===== config.mk =====
export PLATFORM = sky130hd
export DESIGN_NAME = bit_set_unit
export DESIGN_NICKNAME = d
export VERILOG_FILES = /design/src/rtl/bit_set_pkg.sv /design/src/rtl/bit_set_decode.sv /design/src/rtl/bit_set_core.sv /design/src/rtl/bit_set_unit.sv
export SDC_FILE = /design/constraint.sdc
export NUM_CORES = 1
export LEC_CHECK = 0
export ABC_AREA = 0
export CORE_AREA = 2 2 93 95
export DETAILED_ROUTE_END_ITERATION = 12
export DIE_AREA = 0 0 95 97
export DONT_BUFFER_PORTS = 1
export PLACE_DENSITY = 0.69
export SETUP_SLACK_MARGIN = 0.4
export SYNTH_ARGS = -nofsm -noshare
export SYNTH_HDL_FRONTEND = slang
export SYNTH_SLANG_ARGS = --single-unit

===== constraint.sdc =====
create_clock -name clk -period 4.15 [get_ports clk]
set_input_delay 0.415 -clock clk [delete_from_list [all_inputs] [get_ports clk]]
set_output_delay 0.415 -clock clk [all_outputs]
set_load 0.05 [all_outputs]

===== src/rtl/bit_set_pkg.sv =====
// Package: shared encodings and enumerations for the bit test-and-set unit.
// Assumes a two-byte opcode already split out by the front-end decoder.
package bit_set_pkg;
    localparam logic [7:0] ESC_BYTE    = 8'h0F;
    localparam logic [7:0] REG_FORM_OP = 8'hAB;
    localparam logic [7:0] IMM_FORM_OP = 8'hBA;
    localparam logic [2:0] IMM_SUBOP   = 3'd5;

    typedef enum logic [1:0] {
        SZ_16 = 2'd0,
        SZ_32 = 2'd1,
        SZ_64 = 2'd2
    } opsize_e;

    typedef enum logic [1:0] {
        FORM_NONE = 2'd0,
        FORM_REG  = 2'd1,
        FORM_IMM  = 2'd2
    } form_e;
endpackage


===== src/rtl/bit_set_decode.sv =====
// Module: bit_set_decode
// Classifies the pre-split instruction fields. It recognises the register-offset
// and immediate-offset encodings, picks the operand size, and resolves the
// outcome: execute, invalid-opcode fault, or foreign.
// Assumes that size promotion to 64 bits overrides the 16-bit override.
module bit_set_decode
    import bit_set_pkg::*;
(
    input  logic [7:0] op_hi,
    input  logic [7:0] op_lo,
    input  logic [2:0] sel,
    input  logic       dst_is_reg,
    input  logic       wide64,
    input  logic       half16,
    input  logic       atomic,
    output form_e      form,
    output opsize_e    size,
    output logic       execute,
    output logic       ud,
    output logic       foreign
);
    logic is_reg_op;
    logic is_imm_op;

    // Recognise the two claimed opcode patterns.
    always_comb begin
        is_reg_op = (op_hi == ESC_BYTE) && (op_lo == REG_FORM_OP);
        is_imm_op = (op_hi == ESC_BYTE) && (op_lo == IMM_FORM_OP) && (sel == IMM_SUBOP);
        if (is_reg_op)      form = FORM_REG;
        else if (is_imm_op) form = FORM_IMM;
        else                form = FORM_NONE;
    end

    // Operand size selection: promotion first, then the 16-bit override.
    always_comb begin
        if (wide64)      size = SZ_64;
        else if (half16) size = SZ_16;
        else             size = SZ_32;
    end

    // Outcome resolution: foreign, then atomic legality, then execute.
    always_comb begin
        foreign = 1'b0;
        ud      = 1'b0;
        execute = 1'b0;
        if ((form == FORM_NONE) || !dst_is_reg) foreign = 1'b1;
        else if (atomic)                        ud      = 1'b1;
        else                                    execute = 1'b1;
    end
endmodule


===== src/rtl/bit_set_core.sv =====
// Module: bit_set_core
// Datapath: reduces the offset modulo the operand size, reads the old bit,
// sets it, and merges the result with the old destination lane by lane
// according to the size-specific write rule.
// Assumes DATA_W is a multiple of 2*LANE_W and LANE_W is the smallest size.
module bit_set_core
    import bit_set_pkg::*;
#(
    parameter int DATA_W = 64,
    parameter int LANE_W = 16
) (
    input  form_e              form,
    input  opsize_e            size,
    input  logic [DATA_W-1:0]  dst,
    input  logic [DATA_W-1:0]  offv,
    input  logic [7:0]         imm,
    output logic [DATA_W-1:0]  merged,
    output logic               old_bit
);
    localparam int OFF_W      = $clog2(DATA_W);
    localparam int LANES      = DATA_W / LANE_W;
    localparam int HALF_LANES = (DATA_W / 2) / LANE_W;
    localparam logic [DATA_W-1:0] MASK_SMALL = DATA_W'(LANE_W - 1);
    localparam logic [DATA_W-1:0] MASK_MID   = DATA_W'(DATA_W / 2 - 1);
    localparam logic [DATA_W-1:0] MASK_FULL  = DATA_W'(DATA_W - 1);

    logic [DATA_W-1:0] src_ext;
    logic [DATA_W-1:0] size_mask;
    logic [OFF_W-1:0]  sel_off;
    logic [DATA_W-1:0] set_val;

    // Pick the offset source and the modulo mask for the current size.
    always_comb begin
        src_ext = (form == FORM_IMM) ? DATA_W'(imm) : offv;
        case (size)
            SZ_16:   size_mask = MASK_SMALL;
            SZ_32:   size_mask = MASK_MID;
            default: size_mask = MASK_FULL;
        endcase
        sel_off = OFF_W'(src_ext & size_mask);
    end

    // Read the addressed bit and form the fully set value.
    always_comb begin
        old_bit = dst[sel_off];
        set_val = dst | (DATA_W'(1) << sel_off);
    end

    // Lane merge: the lowest lane always takes the new value; the upper lanes
    // follow the write rule of the size.
    for (genvar g = 0; g < LANES; g++) begin : g_lane
        localparam int LO = g * LANE_W;
        if (g == 0) begin : g_base
            assign merged[LO +: LANE_W] = set_val[LO +: LANE_W];
        end else if (g < HALF_LANES) begin : g_mid
            assign merged[LO +: LANE_W] = (size == SZ_16) ? dst[LO +: LANE_W]
                                                          : set_val[LO +: LANE_W];
        end else begin : g_top
            assign merged[LO +: LANE_W] = (size == SZ_16) ? dst[LO +: LANE_W] :
                                          (size == SZ_32) ? '0 :
                                                            set_val[LO +: LANE_W];
        end
    end
endmodule


===== src/rtl/bit_set_unit.sv =====
// Module: bit_set_unit (top)
// Bit test-and-set on a register destination, with a registered output stage.
// Combines decode and datapath, selects pass-through values on a fault or a
// foreign encoding, and registers everything one cycle after in_valid_i.
// Assumes memory destinations are handled by another unit.
module bit_set_unit
    import bit_set_pkg::*;
#(
    parameter int DATA_W = 64,
    parameter int LANE_W = 16
) (
    input  logic              clk,
    input  logic              rst_n,
    input  logic              in_valid_i,
    input  logic [7:0]        op_hi_i,
    input  logic [7:0]        op_lo_i,
    input  logic [2:0]        sel_i,
    input  logic              dst_is_reg_i,
    input  logic              wide64_i,
    input  logic              half16_i,
    input  logic              atomic_i,
    input  logic [7:0]        imm_i,
    input  logic [DATA_W-1:0] dst_i,
    input  logic [DATA_W-1:0] off_val_i,
    input  logic              cf_i,
    input  logic              zf_i,
    output logic              out_valid_o,
    output logic [DATA_W-1:0] result_o,
    output logic              cf_o,
    output logic              zf_o,
    output logic [3:0]        misc_flags_o,
    output logic              ud_fault_o,
    output logic              foreign_o
);
    form_e             form;
    opsize_e           size;
    logic              execute;
    logic              ud;
    logic              foreign;
    logic [DATA_W-1:0] merged;
    logic              old_bit;
    logic [DATA_W-1:0] next_val;
    logic              next_cf;

    bit_set_decode u_decode (
        .op_hi      (op_hi_i),
        .op_lo      (op_lo_i),
        .sel        (sel_i),
        .dst_is_reg (dst_is_reg_i),
        .wide64     (wide64_i),
        .half16     (half16_i),
        .atomic     (atomic_i),
        .form       (form),
        .size       (size),
        .execute    (execute),
        .ud         (ud),
        .foreign    (foreign)
    );

    bit_set_core #(.DATA_W(DATA_W), .LANE_W(LANE_W)) u_core (
        .form    (form),
        .size    (size),
        .dst     (dst_i),
        .offv    (off_val_i),
        .imm     (imm_i),
        .merged  (merged),
        .old_bit (old_bit)
    );

    // Choose between the executed result and the unchanged pass-through.
    always_comb begin
        next_val = execute ? merged  : dst_i;
        next_cf  = execute ? old_bit : cf_i;
    end

    // Output stage: capture on valid input; clear on reset.
    always_ff @(posedge clk) begin
        if (!rst_n) begin
            out_valid_o <= 1'b0;
            result_o    <= '0;
            cf_o        <= 1'b0;
            zf_o        <= 1'b0;
            ud_fault_o  <= 1'b0;
            foreign_o   <= 1'b0;
        end else begin
            out_valid_o <= in_valid_i;
            if (in_valid_i) begin
                result_o   <= next_val;
                cf_o       <= next_cf;
                zf_o       <= zf_i;
                ud_fault_o <= ud;
                foreign_o  <= foreign;
            end
        end
    end

    // Undefined flags: this design drives them low.
    assign misc_flags_o = 4'b0000;
endmodule


==> results of run 1 <==
-- cells by family (layout without fill, tap and decap cells) --
logic type,after synthesis,in the layout,synth area share (%)
mux,29,29,8.34
buf+inv,46,30,5.67
compound gates,207,207,38.3
simple gates,72,72,11.2
other cells,1,4,0.0988
flops,69,69,36.4
-- power groups by stage --
| stage | registers, uW | clock network, uW | logic (uW) |
|---|---|---|---|
| 6_report | 898 | 537 | 175 |
| 5_1_grt | 904 | 576 | 190 |
| 4_1_cts | 899 | 546 | 172 |
| 3_5_place_dp | 914 | 0 | 172 |
| 3_3_place_gp | 913 | 0 | 167 |
| 2_1_floorplan | 902 | 0 | 160 |
-- stage by stage --
| stage | instances | setup WS (ps) | hold slack, ps | util [%] | cell area (um^2) |
|---|---|---|---|---|---|
| final | 516 | 1060 | 138 | 49.2 | 4000 |
| after floorplan | 427 | 1160 | 585 | - | 3810 |
| after detailed placement | 500 | 714 | 517 | 46.9 | 3810 |
| after global routing | 516 | 869 | 120 | 49.2 | 4000 |
| after global placement | 500 | 729 | 512 | 46.9 | 3810 |
| after CTS | 516 | 1090 | 134 | 49.2 | 4000 |
-- Yosys cell counts (all sizes together), types with 2 or more instances --
cell     instances
nand3            5
buf             16
o211a           33
dfxtp           69
and3            12
mux2i           21
nand2           23
mux2             8
a221o           20
a22oi           18
o2111ai          2
clkbuf          26
o21ai           43
a221oi          10
inv              3
nor2             5
a21oi           68
nor3             9
and2             2
nand4            4
-- metal layers --
layer	global-route usage [%]	part of all wire [%]
met1	34.8	39
met3	12.5	14
met4	7.13	1.4
met5	0	0
met2	44.8	46
-- state kept, by name (all words and copies together) (netlist names) --
name,flops
out_valid_o,1
cf_o,1
ud_fault_o,1
result_o,64
zf_o,1
foreign_o,1
-- worst max-delay path by stage --
stage / from / to / slack, ps / cells past startpoint
after detailed placement: op_hi_i[7] / cf_o$_SDFFE_PN0P_ / 710 / 10
after CTS: op_hi_i[7] / cf_o$_SDFFE_PN0P_ / 1090 / 10
final: op_hi_i[7] / cf_o$_SDFFE_PN0P_ / 1060 / 10
after global routing: op_hi_i[7] / cf_o$_SDFFE_PN0P_ / 870 / 10
after global placement: op_hi_i[7] / cf_o$_SDFFE_PN0P_ / 730 / 10
after floorplan: op_hi_i[7] / cf_o$_SDFFE_PN0P_ / 1160 / 10
-- final cells by class --
cell class                 instances  area (um^2)  area share [%]
clock inverter                     7         66.3            1.66
timing repair buffer              10         75.1            1.88
multi-input combinational        312         2210            55.2
tap                              105          131            3.28
sequential                        69         1380            34.5
clock buffer                       9          124            3.09
inverter                           4         15.0           0.375
==> flow_metrics.py, run 1 <==
metrics = {
    "sta": {
        "finalMaxSlewViolations": 0,
        "fmax_mhz": 323,
        "hold_viol_final": 0,
        "finalSetupTns_ps": 0,
        "period_share_pct": 74.5,
        "tightest_slew_ps": 1040,
        "finClkSkew_ps": 0,
        "relSlewSlack_pct": 30.4,
        "rsz0062_at_grt": "false",
        "min_period_ps": 3090,
        "setup_viol": 0,
    },
    "final_layout": {
        "layout_commonest_cell": "dfxtp_1",
        "drive_gt1_share_pct": 10.7,
        "final_cell_mix": "69 x dfxtp_1, 68 x a21oi_1, 42 x o21ai_0, 33 x o211a_1, 22 x nand2_1",
        "syn2layout_area_growth_pct": 5.47,
        "fillers": 775,
        "fin_nets": 570,
        "diodes": 0,
    },
    "floorplanning": {
        "die_x_um": 95,
        "ioPinCount": 237,
        "num_rows": 33,
        "die_area_um2": 9220,
        "initial_core_util_pct": 46.7,
        "dieHeight_um": 97,
        "core_um2": 8130,
    },
    "setup_path": {
        "path_class": "in -> reg",
        "r2r_cells": 4,
        "cp_max_fo": 15,
        "critPathSlowestCell": "or4b_4",
        "required_ps": 4410,
        "crit_buf_inv": 1,
        "path_cells": "or4b_4, nor4_4, nand2_4, mux2i_4, buf_4, mux2_2, o22ai_1, nor2_1, a2bb2oi_1, a22o_1",
        "cpLargestDelayFamily": "simple AND/OR/NAND/NOR gates",
        "start_kind": "input pin",
        "critPathCaptureType": "register",
        "crit_arrival_ps": 3350,
        "reg2reg_to": "cf_o$_SDFFE_PN0P_",
        "r2r_slack_ps": 2670,
        "timing.rr.start": "cf_o$_SDFFE_PN0P_",
        "slowest_delay_ps": 530,
    },
    "worst_hold_path": {
        "min_path_cells": 1,
        "hp-class": "in -> reg",
        "min_from": "in_valid_i",
        "whs_endpoint": "result_o[30]$_SDFFE_PN0P_",
    },
    "yosys": {
        "synthTopCellsByArea": "dfxtp_1 36%, a21oi_1 9.0%, o211a_1 8.7%",
        "syn-cell-area_um2": 3800,
        "synth_ff_type": "dfxtp_1",
        "synth.top_cell.area_share_pct": 36.4,
        "yosysUniqueCellTypes": 56,
        "yosysWarnings": 0,
        "synth_edf_count": 0,
        "synth-seq-cells": 69,
        "async_flop_share_pct": 0,
        "avgSynthCellArea_um2": 8.95,
        "synth_top_cell_by_area": "dfxtp_1",
        "syn_inst": 424,
        "synth-seq-area-share_pct": 36.4,
    },
    "clocking": {
        "numCtsBuffers": 9,
        "cts.path.max_buffers": 2,
        "cts_hold_buffers": 0,
        "cts_tree": "yes",
        "ctsResizeCount": 0,
        "post_cts_buffers": 0,
        "path_clk_slew_ps": 80,
        "clock_latency_ps": 360,
        "h-tree-depth": 3,
        "cts.sinks": 69,
        "cts_root_buf": "clkbuf_8",
    },
    "power": {
        "p_comb_share_pct": 10.8,
        "seqPwrFrac_pct": 55.8,
        "p_sw_uw": 550,
        "clockPowerShare_pct": 33.4,
        "swShare_pct": 34.1,
        "p_leak_uw": 0.00177,
        "internal_power_uw": 1060,
        "powerDensity_nw_per_um2": 402,
        "max-vdd-ir-drop_mv": 0.195,
        "power.total_uw": 1610,
    },
    "routing": {
        "drt_pre_antenna_iters": 5,
        "drt-wirelength-per-cell_um": 25.9,
        "first_iter_violations": 304,
        "antenna_left": 0,
        "vias": 3588,
        "remaining_drc_errors": 0,
        "totalWireLength_mm": 13.4,
        "via_per_inst": 6.95,
    },
    "place": {
        "dp_hpwl_mm": 9.56,
        "place.port_buffers": 0,
        "gp_congestion": 0.932,
    },
    "global_route": {
        "grt_pass1_vias": 3437,
        "antenna_found_initial": 0,
        "grt_overflow": 0,
        "track_usage_pct": 28.2,
        "grt_pass1_wl_mm": 19.6,
        "grt_max_degree": 121,
    },
    "status": {
        "status": "finished, final reports clean",
    },
    "flow_run": {
        "drv_cap": 0,
    },
}
No activity file was read; power rests on OpenSTA's default activity.
==> run 2, diff against run 1 <==
--- a/config.mk
+++ b/config.mk
@@ -5,12 +5,12 @@
 export SDC_FILE = /design/constraint.sdc
 export NUM_CORES = 1
 export LEC_CHECK = 0
-export ABC_AREA = 0
-export CORE_AREA = 2 2 93 95
+export ABC_AREA = 1
+export CORE_AREA = 2 2 92 94
 export DETAILED_ROUTE_END_ITERATION = 12
-export DIE_AREA = 0 0 95 97
+export DIE_AREA = 0 0 94 96
 export DONT_BUFFER_PORTS = 1
-export PLACE_DENSITY = 0.69
+export PLACE_DENSITY = 0.82
 export SETUP_SLACK_MARGIN = 0.4
 export SYNTH_ARGS = -nofsm -noshare
 export SYNTH_HDL_FRONTEND = slang
==> constraint.sdc (replaced) <==
create_clock -name clk -period 2.7 [get_ports clk]
set_input_delay 0.27 -clock clk [delete_from_list [all_inputs] [get_ports clk]]
set_output_delay 0.27 -clock clk [all_outputs]
set_load 0.05 [all_outputs]
==> run 2 against run 1 <==
  * Design area is 15% higher
  * Register-to-register slack got worse by 1000 ps
  * Critical path type unchanged
  * Clock-buffer cell count unchanged
  * Clock skew unchanged
  * Sequential power up 54%
  * Largest cell class unchanged
  * Utilization grew 8.0 points
  * Die area shrank 2.1%
==> flow_metrics.py, run 2 <==
metrics = {
    "place": {
        "place.port_buffers": 0,
        "post_dp_cell_area_um2": 4420,
        "gp_congestion": 0.880,
        "dpl_worst_slack_ps": 318,
        "dp_hpwl_mm": 9.86,
    },
    "worst_hold_path": {
        "whs_endpoint": "out_valid_o$_SDFF_PN0_",
        "hp-class": "in -> reg",
        "min_path_cells": 2,
        "min_from": "rst_n",
    },
    "setup_path": {
        "r2r_cells": 2,
        "r2r_slack_ps": 1650,
        "timing.rr.start": "result_o[15]$_SDFFE_PN0P_",
        "cp_max_fo": 28,
        "critPathCaptureType": "register",
        "required_ps": 2940,
        "reg2reg_to": "result_o[15]$_SDFFE_PN0P_",
        "crit_arrival_ps": 2310,
        "path_class": "in -> reg",
        "start_kind": "input pin",
    },
    "clocking": {
        "cts_hold_buffers": 0,
        "path_clk_slew_ps": 70,
        "post_cts_buffers": 0,
        "cts.path.max_buffers": 2,
        "numCtsBuffers": 9,
        "ctsResizeCount": 0,
        "cts_tree": "yes",
        "h-tree-depth": 3,
        "clock_latency_ps": 340,
        "cts.sinks": 69,
        "cts_root_buf": "clkbuf_8",
    },
    "global_route": {
        "antenna_found_initial": 0,
        "grt_max_degree": 76,
        "grt_pass1_wl_mm": 21.9,
        "grt_pass1_vias": 4345,
        "track_usage_pct": 31.0,
        "grt_overflow": 0,
    },
    "final_layout": {
        "largest_register_ffs": 64,
        "fillers": 802,
        "drive_gt1_share_pct": 13.0,
        "regArea_um2": 1380,
        "multi_input_area_um2": 2700,
        "diodes": 0,
        "final_area_um2": 4610,
        "syn2layout_area_growth_pct": 2.28,
        "layout_commonest_cell": "nand2_1",
        "top_register": "result_o",
        "fin_nets": 804,
        "final_cell_mix": "198 x nand2_1, 92 x a21oi_1, 71 x o21ai_0, 69 x dfxtp_1, 44 x nor2_1",
    },
    "routing": {
        "totalWireLength_mm": 14.4,
        "vias": 4596,
        "first_iter_violations": 307,
        "drt_pre_antenna_iters": 5,
        "drt-wirelength-per-cell_um": 19.3,
        "remaining_drc_errors": 0,
        "via_per_inst": 6.14,
        "antenna_left": 0,
    },
    "floorplanning": {
        "ioPinCount": 237,
        "num_rows": 33,
        "die_x_um": 94,
        "core_um2": 8050,
        "initial_core_util_pct": 55.9,
        "dieHeight_um": 96,
        "die_area_um2": 9020,
    },
    "power": {
        "clockPowerShare_pct": 32.6,
        "internal_power_uw": 1620,
        "powerDensity_nw_per_um2": 558,
        "max-vdd-ir-drop_mv": 0.300,
        "p_leak_uw": 0.00178,
        "seqPwrFrac_pct": 53.6,
        "p_sw_uw": 949,
        "p_comb_share_pct": 13.8,
        "swShare_pct": 36.9,
        "power.total_uw": 2570,
    },
    "sta": {
        "finalMaxSlewViolations": 0,
        "rsz0062_at_grt": "false",
        "tightest_slew_ps": 1100,
        "finalSetupTns_ps": 0,
        "setup_viol": 0,
        "hold_viol_final": 0,
        "relSlewSlack_pct": 26.3,
        "period_share_pct": 76.5,
        "hold_slack_ps": 44.0,
        "fmax_mhz": 484,
        "min_period_ps": 2070,
        "finClkSkew_ps": 0,
        "layout_setup_ws_ps": 633,
    },
    "yosys": {
        "synthTopCellsByArea": "dfxtp_1 31%, nand2_1 17%, a21oi_1 10%",
        "syn_inst": 668,
        "yosysUniqueCellTypes": 33,
        "async_flop_share_pct": 0,
        "synth.top_cell.area_share_pct": 30.7,
        "synth_edf_count": 0,
        "avgSynthCellArea_um2": 6.74,
        "synth-seq-area-share_pct": 30.7,
        "yosysMostFrequentCell": "nand2_1",
        "synth-seq-cells": 69,
        "synth_top_cell_by_area": "dfxtp_1",
        "synth_ff_type": "dfxtp_1",
        "synth_common_cells": "198 x nand2_1, 92 x a21oi_1, 71 x o21ai_0",
        "syn-cell-area_um2": 4500,
        "yosysWarnings": 0,
    },
    "flow_run": {
        "drv_cap": 0,
    },
    "status": {
        "status": "finished, final reports clean",
    },
}
run 2: changes by cell type in the layout (fill, tap and decap cells not counted), sizes merged, moves of 25 or more:
cell   previous run  this run
o21ai            43        73
inv               3        30
nor2              5        50
nand3             5        44
a21oi            68        93
nor4              1        33
nand2            23       211
o211a            33         0
run 2: layout make-up:
cell class | count | share of cell area (%)
Tap cell | 105 | 2.85
Timing Repair Buffer | 10 | 1.90
Clock inverter | 6 | 1.39
Multi-Input combinational cell | 519 | 58.5
Inverter | 31 | 2.64
Clock buffer | 9 | 2.69
Sequential cell | 69 | 30.0
run 2: cells by family (layout without fill, tap and decap cells):
logic type | Yosys count | count (layout) | share of synthesized area (%)
compound gates | 173 | 173 | 19.6
flops | 69 | 69 | 30.7
buf+inv | 83 | 56 | 9.81
other cells | 1 | 4 | 0.0833
simple gates | 342 | 342 | 39.8
run 2: stage by stage:
step	utilization, %	instances
finish	57.2	749
global route	57.2	749
CTS	57.2	749
detailed placement	54.9	734
global placement	54.9	734
floorplan	-	671
run 2: metal layers:
metal  up-vias  routed length (um)  GRT usage, %
li1       2172                   -             -
met1      2154                5720          36.9
met2       242                6760          52.1
met3        28                1540          9.40
met4         0                 399          13.0
met5         -                   0             0
run 2: worst max-delay path, stage by stage:
cell     delay (ps)
nor2_1           90
nand2_1         100
nor2_4          220
nand3_1         190
nand2_2         210
nand2_4         280
nand2_1         150
nand2_1          60
nand2_1          50
nand3_1          90
nand3_1         110
nand3_1         140
nand3_1         120
nand3_1          80
nand2_1          80
a21oi_2          50
run 2: power groups by stage:
stage / Clock [uW] / Sequential (uW) / Combinational, uW
after CTS: 844 / 1380 / 350
after global placement: 0 / 1400 / 339
final: 839 / 1380 / 355
after global routing: 898 / 1390 / 392
after detailed placement: 0 / 1400 / 347
after floorplan: 0 / 1380 / 324
run 2: how the worst max path moves through the flow:
stage	slack, ps	endpoint	cells after the start	from
final	630	cf_o$_SDFFE_PN0P_	16	op_hi_i[5]
after detailed placement	320	cf_o$_SDFFE_PN0P_	16	op_hi_i[5]
after global placement	390	cf_o$_SDFFE_PN0P_	16	op_hi_i[5]
after global routing	450	cf_o$_SDFFE_PN0P_	16	op_hi_i[5]
after floorplan	850	cf_o$_SDFFE_PN0P_	17	op_hi_i[7]
after CTS	660	cf_o$_SDFFE_PN0P_	16	op_hi_i[5]
